**config.mk**
```make
export PLATFORM = sky130hd
export DESIGN_NAME = alu8_flag_unit
export DESIGN_NICKNAME = d
export VERILOG_FILES = /design/src/rtl/alu8_pkg.sv /design/src/rtl/alu8_incdec.sv /design/src/rtl/alu8_rotate.sv /design/src/rtl/alu8_adjust.sv /design/src/rtl/alu8_flag_unit.sv
export SDC_FILE = /design/constraint.sdc
export NUM_CORES = 1
export LEC_CHECK = 0
export BUFFER_PORTS_ARGS = -buffer_cell sky130_fd_sc_hd__buf_2
export CORE_MARGIN = 2
export CORE_UTILIZATION = 40
export CTS_BUF_LIST = sky130_fd_sc_hd__clkbuf_4 sky130_fd_sc_hd__clkbuf_8 sky130_fd_sc_hd__clkbuf_16
export CTS_CLUSTER_DIAMETER = 30
export DETAILED_ROUTE_END_ITERATION = 6
export PLACE_DENSITY = 0.7
export SYNTH_ARGS = -nofsm -noshare
export SYNTH_HDL_FRONTEND = slang
export SYNTH_SLANG_ARGS = --single-unit
```
**constraint.sdc**
```tcl
create_clock -name clk -period 3.75 [get_ports clk]
set_input_delay 0.9375 -clock clk [delete_from_list [all_inputs] [get_ports clk]]
set_output_delay 0.9375 -clock clk [all_outputs]
set_load 0.02 [all_outputs]
```
**src/rtl/alu8_pkg.sv**
```systemverilog
package alu8_pkg;
  localparam int DATA_W = 8;
  localparam int NIB_W  = DATA_W / 2;
  localparam int OP_W   = 4;
  localparam int FLAG_W = 4;

  // flag bit positions inside the {Z,N,H,C} vector
  localparam int FZ = 3;
  localparam int FN = 2;
  localparam int FH = 1;
  localparam int FC = 0;

  localparam logic [NIB_W-1:0] BCD_LIMIT = NIB_W'(9);
  localparam logic [NIB_W-1:0] BCD_FIX   = NIB_W'(6);

  typedef enum logic [OP_W-1:0] {
    OP_INC  = 4'd0,
    OP_DEC  = 4'd1,
    OP_RLC  = 4'd2,
    OP_RRC  = 4'd3,
    OP_RL   = 4'd4,
    OP_RR   = 4'd5,
    OP_DAA  = 4'd6,
    OP_CPL  = 4'd7,
    OP_SCF  = 4'd8,
    OP_CCF  = 4'd9
  } alu_op_e;

  typedef struct packed {
    logic [DATA_W-1:0] res;
    logic [FLAG_W-1:0] flg;
    logic [FLAG_W-1:0] we;
  } alu_out_t;
endpackage

```
**src/rtl/alu8_incdec.sv**
```systemverilog
module alu8_incdec
  import alu8_pkg::*;
(
  input  logic              is_dec,
  input  logic [DATA_W-1:0] a,
  output alu_out_t          o
);
  logic [DATA_W-1:0] sum;

  always_comb begin
    sum = is_dec ? a - DATA_W'(1) : a + DATA_W'(1);
    o.res = sum;
    o.flg = '0;
    o.flg[FZ] = (sum == '0);
    o.flg[FN] = is_dec;
    // half-carry out of the low nibble on +1, borrow into it on -1
    o.flg[FH] = is_dec ? (a[NIB_W-1:0] == '0) : (a[NIB_W-1:0] == '1);
    o.we = '1;
    o.we[FC] = 1'b0;
  end
endmodule

```
**src/rtl/alu8_rotate.sv**
```systemverilog
module alu8_rotate
  import alu8_pkg::*;
(
  input  logic              go_right,
  input  logic              thru_carry,
  input  logic              c_old,
  input  logic [DATA_W-1:0] a,
  output alu_out_t          o
);
  logic fill;
  logic spill;

  always_comb begin
    spill = go_right ? a[0] : a[DATA_W-1];
    fill  = thru_carry ? c_old : spill;
    o.res = go_right ? {fill, a[DATA_W-1:1]} : {a[DATA_W-2:0], fill};
    o.flg = '0;
    o.flg[FC] = spill;
    o.we  = '1;
  end
endmodule

```
**src/rtl/alu8_adjust.sv**
```systemverilog
module alu8_adjust
  import alu8_pkg::*;
(
  input  logic [OP_W-1:0]   op,
  input  logic [DATA_W-1:0] a,
  input  logic [FN:0]       f,
  output alu_out_t          o
);
  logic              lo_over;
  logic              hi_over;
  logic              fix_lo;
  logic              fix_hi;
  logic [DATA_W-1:0] corr;
  logic [DATA_W-1:0] bcd;

  always_comb begin
    lo_over = a[NIB_W-1:0] > BCD_LIMIT;
    hi_over = a > {BCD_LIMIT, BCD_LIMIT};
    fix_lo  = f[FH] | (~f[FN] & lo_over);
    fix_hi  = f[FC] | (~f[FN] & hi_over);
    corr    = {fix_hi ? BCD_FIX : '0, fix_lo ? BCD_FIX : '0};
    bcd     = f[FN] ? a - corr : a + corr;

    o.res = a;
    o.flg = '0;
    o.we  = '0;
    unique case (op)
      OP_DAA: begin
        o.res     = bcd;
        o.flg[FZ] = (bcd == '0);
        o.flg[FC] = fix_hi;
        o.we      = 4'b1011;
      end
      OP_CPL: begin
        o.res     = ~a;
        o.flg[FN] = 1'b1;
        o.flg[FH] = 1'b1;
        o.we      = 4'b0110;
      end
      OP_SCF: begin
        o.flg[FC] = 1'b1;
        o.we      = 4'b0111;
      end
      OP_CCF: begin
        o.flg[FC] = ~f[FC];
        o.we      = 4'b0111;
      end
      default: ;
    endcase
  end
endmodule

```
**src/rtl/alu8_flag_unit.sv**
```systemverilog
module alu8_flag_unit
  import alu8_pkg::*;
(
  input  logic              clk,
  input  logic              rst,
  input  logic [OP_W-1:0]   op,
  input  logic [DATA_W-1:0] operand,
  input  logic [FLAG_W-1:0] flags_in,
  output logic [DATA_W-1:0] res_q,
  output logic [FLAG_W-1:0] flags_q,
  output logic [FLAG_W-1:0] flag_we_q
);
  alu_out_t incdec_o;
  alu_out_t rot_o;
  alu_out_t adj_o;
  alu_out_t pick;
  logic [FLAG_W-1:0] flags_next;

  alu8_incdec u_incdec (
    .is_dec (op == OP_DEC),
    .a      (operand),
    .o      (incdec_o)
  );

  alu8_rotate u_rotate (
    .go_right   (op == OP_RRC || op == OP_RR),
    .thru_carry (op == OP_RL  || op == OP_RR),
    .c_old      (flags_in[FC]),
    .a          (operand),
    .o          (rot_o)
  );

  alu8_adjust u_adjust (
    .op  (op),
    .a   (operand),
    .f   (flags_in[FN:0]),
    .o   (adj_o)
  );

  always_comb begin
    case (op)
      OP_INC, OP_DEC:               pick = incdec_o;
      OP_RLC, OP_RRC, OP_RL, OP_RR: pick = rot_o;
      default:                      pick = adj_o;
    endcase
    flags_next = (pick.we & pick.flg) | (~pick.we & flags_in);
  end

  always_ff @(posedge clk) begin
    if (rst) begin
      res_q     <= '0;
      flags_q   <= '0;
      flag_we_q <= '0;
    end else begin
      res_q     <= pick.res;
      flags_q   <= flags_next;
      flag_we_q <= pick.we;
    end
  end


  incdec_carry_kept_chk: assert property (@(posedge clk) disable iff (rst)
    (!$past(rst) && ($past(op) == OP_INC || $past(op) == OP_DEC))
      |-> (!flag_we_q[FC] && flags_q[FC] == $past(flags_in[FC])));


  rotate_clears_znh_chk: assert property (@(posedge clk) disable iff (rst)
    (!$past(rst) && $past(op) >= OP_RLC && $past(op) <= OP_RR)
      |-> (flags_q[FZ:FH] == 3'b000));


  daa_h_clear_chk: assert property (@(posedge clk) disable iff (rst)
    (!$past(rst) && $past(op) == OP_DAA)
      |-> (!flags_q[FH] && flags_q[FN] == $past(flags_in[FN])));


  cpl_inverts_chk: assert property (@(posedge clk) disable iff (rst)
    (!$past(rst) && $past(op) == OP_CPL) |-> (res_q == ~$past(operand)));


  unused_op_passive_chk: assert property (@(posedge clk) disable iff (rst)
    (!$past(rst) && $past(op) > OP_CCF)
      |-> (flag_we_q == '0 && res_q == $past(operand)));


  unwritten_flags_chk: assert property (@(posedge clk) disable iff (rst)
    !$past(rst) |-> ((flags_q & ~flag_we_q) == ($past(flags_in) & ~flag_we_q)));
endmodule

```
# Word level (Yosys, flattened, before mapping)
# Cells that the tools add are included.
[classes]
n_bitwise = 11
reduce_logical = 9
mux = 14
eq_ne = 10
n_addsub = 4
magnitude_cmp = 2
[op_table]
columns = ["cell", "n"]
rows = [
  ["16-bit one-hot mux with 2 select lines", 1],
  ["8-bit two-way mux", 3],
  ["4-bit by 3-bit equality test with 1-bit output, second input constant", 4],
  ["8-bit logical NOT", 2],
  ["8-bit one-hot mux with 2 select lines", 1],
  ["4-bit equality test, second input constant", 3],
  ["4-bit one-hot mux with 3 select lines", 1],
  ["8-bit by 1-bit adder with 8-bit output, second input constant", 1],
  ["8-bit adder", 1],
  ["4-bit AND", 2],
  ["4-bit by 2-bit equality test with 1-bit output, second input constant", 2],
  ["8-bit greater-than comparator, second input constant", 1],
  ["4-bit logical NOT", 2],
  ["8-bit inverter", 1],
  ["8-bit by 1-bit subtractor with 8-bit output, second input constant", 1],
  ["8-bit subtractor", 1],
  ["3-bit two-way mux", 2],
  ["4-bit by 1-bit equality test with 1-bit output, second input constant", 1],
  ["4-bit greater-than comparator, second input constant", 1],
  ["1-bit two-way mux", 4],
  ["4-bit inverter", 1],
  ["4-bit OR", 1],
  ["2-bit OR reduction", 2],
  ["4-bit OR reduction", 1],
  ["other kinds (6)", 10],
]
[word_totals]
regBits = 16
out_inout_bits = 16

# Logic depth before layout (Yosys ltp)
[depth]
word_depth = 12
mapped_depth = 13
ltp_nobuf = 12

# Modules after synthesis
# From an unflattened synthesis, not the netlist that was laid out.
[hier_totals]
hier_cells = 289
hier_area_um2 = 2263.4
[modules_own_cells]
columns = ["module", "cells_per_inst", "n_inst", "area_each_um2"]
rows = [
  ["alu8_flag_unit", 117, 1, 972.2],
  ["alu8_adjust", 94, 1, 654.4],
  ["alu8_incdec", 54, 1, 419.2],
  ["alu8_rotate", 24, 1, 217.7],
]

# Least setup slack after synthesis
# No wires, ideal clock.
[synth_path]
path_type = "input to register"
from = "input port operand[1]"
to = "register res_q[7]"
t_arrival_ns = 3.302
setup_slack_ns = 0.371
setup_time_ns = 0.077
path_stages = 12
path_cell_list = "o21ai_1 o21ai_0 a31oi_1 ha_1 mux2_2 ha_1 inv_1 a2111oi_1 o21ai_1 nand3_1 or4b_1 a41oi_2"
[synth_via]
elab_chain_cells = 8
[synth_lines]
columns = ["element", "line_no", "rtl"]
rows = [
  ["from (decl)", "alu8_flag_unit.sv:7", "input logic [DATA_W-1:0] operand,"],
  ["8-bit greater-than comparator / 4-bit greater-than comparator (equally long branches)", "alu8_adjust.sv:18, alu8_adjust.sv:17", ""],
  ["1-bit AND, on equally long branches", "alu8_adjust.sv:20, alu8_adjust.sv:19", ""],
  ["1-bit OR, on equally long branches", "alu8_adjust.sv:20, alu8_adjust.sv:19", ""],
  ["3-bit two-way mux", "alu8_adjust.sv:21", "corr = {fix_hi ? BCD_FIX : '0, fix_lo ? BCD_FIX : '0};"],
  ["8-bit adder / 8-bit subtractor (equally long branches)", "alu8_adjust.sv:22", "bcd = f[FN] ? a - corr : a + corr;"],
  ["8-bit two-way mux", "alu8_adjust.sv:22", ""],
  ["8-bit one-hot mux with 2 select lines", "alu8_adjust.sv:27", "unique case (op)"],
  ["16-bit one-hot mux with 2 select lines *", "alu8_flag_unit.sv:41", "case (op)"],
  ["to (signal assigned)", "alu8_flag_unit.sv:55", "res_q <= pick.res;"],
  ["to (decl)", "alu8_flag_unit.sv:9", "output logic [DATA_W-1:0] res_q,"],
]
# Every way passes the cells marked *; elsewhere a longest branch is shown, timed or not.
# A chain may end at the register's enable or synchronous reset.

# Final worst setup path
# Ends and elaborated chain as after synthesis.

==> key figures <==
GRT
  • Pin count of the biggest net entering global routing: 29
  • Initial antenna violation count: 0
  • Number of global-route vias before repair: ~1800
  • First-pass GRT wire length: about 8.5 mm
  • GRT overflow: 0
  • Total Routing Usage GR: between 20% and 30%

Setup path
  • Crit path max fanout: 3
  • CP required: about 4 ns
  • Crit path capture type: flop
  • WP buf/inv: 2
  • WP data arrival: ~3.6 ns
  • Setup crit start kind: primary input
  • Critical-path cell list: buf_2, o21ai_1, o21ai_0, a31oi_1, ha_1, mux2_2, ha_1, inv_1, a2111oi_1, o21ai_1, nand3_1, or4b_1, a41oi_2
  • Critical-path top delay cell: or4b_1
  • Worst path top cell family by delay: compound AO/OA/AOI/OAI gates
  • Setup CP Type: primary input to flop
  • Largest stage delay, worst path: 0.45 ns

Detailed routing
  • Via count: between 1500 and 2000
  • Drt wl/cell: ~16 um
  • DRT antenna net count: 0
  • DR vias/cell: about 6
  • Detailed Route Iter0 Violations: 181
  • DRC: 0
  • Router iterations before antenna repair: 4
  • Detailed Route WL: between 5 and 6 mm

Cells and area
  • Area Overhead vs Synth: 19.8%
  • Fin nets: approximately 310
  • Share of layout cells above drive strength 1: 21.5%
  • Antenna Cells: 0
  • FILL cells: approximately 430
  • Register area: approximately 320 sq um
  • Multi-input logic area: around 0.0013 sq mm

Die
  • Die width: about 71 um
  • Core area: around 0.0043 sq mm
  • Die area: 0.00501 sq mm
  • Initial Utilization: 41.3%
  • Row count: 24
  • Die H: just over 70 um
  • Ports: 34

Clock tree
  • Post-CTS Setup Bufs: 0
  • Root buffer cell: clkbuf_8
  • Clock-pin slew on the worst setup and hold paths: roughly 0.07 ns
  • # H-tree levels: 1
  • Post-CTS Resized: 0
  • CTS Buf Count: 3
  • Cts hold-fix bufs: 0
  • Clk buf depth: 2
  • CTS tree: built
  • Clk sink count: 16

Timing
  • Slew headroom: between 70% and 80%
  • Unrepaired setup endpoints after global routing: no
  • Minimum clock period: 3.42 ns
  • Fmax: between 0.2 and 0.3 GHz
  • Slew @ Worst Pin: 0.370 ns
  • Hold Vio Cnt, Final: 0
  • Final setup viols: 0
  • Worst hold margin: between 1 and 1.5 ns
  • Tcrit/Tclk final: around 90%
  • Final Slew Violations: 0
  • Sum Neg Setup Slack: 0 ns

Yosys
  • Count leader, synth: a21oi_1
  • Post-Synth Adder-Cell Area: about 12%
  • Ys Warns: 0
  • Synthesized area per cell: around 7.6 sq um
  • Asr flop ratio synth: 0%
  • Main flop type after synthesis: dfxtp_1
  • Synth cell count leaders: a21oi_1, dfxtp_1, ha_1
  • Post-synthesis mux area share: 6.87%
  • Main combinational cell family by area after synthesis: compound AO/OA/AOI/OAI gates
  • Xor and xnor area share after synthesis: approximately 5%
  • Simple-gate share of the synthesized area: between 20% and 30%
  • Synth Instances: ~230
  • Post-synth net total: roughly 270
  • Area contributors post-synth: dfxtp_1, ha_1, a21oi_1
  • Post-synthesis sequential area ratio: around 18%
  • Post-synthesis compound-gate area fraction: between 20 and 30%
  • Synthesized area: around 0.0018 sq mm
  • #FFs+latches synth: 16
  • Yosys top cell by area: dfxtp_1
  • EDFF count, synth: 0
  • Netlist cell types: 56
  • Yosys top cell area share: ~18%

Status
  • Status: completed

Flow run
  • Max-Cap Viols: 0

Placement
  • DPL Wire Length: between 3 and 4 mm
  • # port buffers: 33
  • Final GP Congestion: ~0.9

Pwr
  • Peak supply drop: 107 uV
  • Pwr per Cell Area: about 280 mW/mm^2
  • P_leak: 0.000978 uW

Hold path
  • Worst hold-check path type: primary input to flop
-- registers in the layout (all words and copies together), names as in the netlist --
register / flops
flag_we_q: 4
res_q: 8
flags_q: 4
-- cell type report --
cell class,count,area share (%)
tap,52,3.04
timing repair buffer,51,14.0
multi-input combinational,191,63.1
sequential,16,15.0
inverter,13,2.28
clock buffer,4,2.57
-- path summary, 6_finish.rpt --
kind | from | to | slack (ns) | cells after the start
setup / recovery | operand[1] | res_q[7]$_SDFF_PP0_ | 0.33 | 13
hold / removal | flags_in[1] | flags_q[1]$_SDFF_PP0_ | 1.02 | 3
-- layer usage --
metal | track usage (%) | wire length (um)
met1 | 27.7 | 2240
met2 | 33.1 | 2340
met3 | 3.56 | 408
met4 | 9.64 | 159
met5 | 0 | 0
-- per-stage QoR --
stage / util (%) / setup WS (ns) / total power, uW / std cells / area, sq um
floorplan: - / 0.371 / 366 / 234 / 1780
global placement: 48.2 / 0.217 / 442 / 323 / 2080
detailed placement: 48.2 / 0.105 / 447 / 323 / 2080
CTS: 49.5 / 0.353 / 607 / 327 / 2140
global route: 49.5 / 0.0775 / 643 / 327 / 2140
finish: 49.5 / 0.332 / 607 / 327 / 2140
-- cell usage in the layout (no fill, tap or decap), types with 3 or more instances in the layout --
master / synthesis / final
buf_4: 0 / 18
nand4_1: 3 / 3
a21oi_1: 21 / 21
ha_1: 16 / 16
dfxtp_1: 16 / 16
o221ai_1: 5 / 5
o21ai_0: 12 / 12
nand3_1: 5 / 5
a211oi_1: 3 / 3
or3_1: 3 / 3
nand2b_1: 7 / 7
nor2b_1: 4 / 4
nand2_1: 14 / 14
clkbuf_8: 0 / 4
buf_2: 5 / 33
xnor2_1: 7 / 7
xor2_1: 3 / 3
a21o_1: 7 / 7
o21ai_1: 5 / 5
nor3_1: 7 / 7
o22ai_1: 3 / 3
a221oi_1: 3 / 3
mux2i_1: 10 / 10
a31oi_1: 5 / 5
inv_1: 11 / 11
nor2_1: 14 / 14
-- report_power, final --
group | switching, uW | leakage [uW] | internal [uW]
Combinational | 155 | 0.000816 | 107
Clock | 66.3 | 0.0000288 | 93.3
Sequential | 2.50 | 0.000133 | 183
Total | 223 | 0.000978 | 383
-- cell families (layout without fill, tap and decap cells) --
family                     count (synthesis)  in the layout
adders and majority gates                 17             17
AOI/OAI and AO/OA                         80             80
xor gates and xnor gates                  10             10
and+or+nand+nor                           72             72
DFF                                       16             16
buffers and inverters                     27             68
muxes                                     12             12
Power figures use the tool's default switching activity.
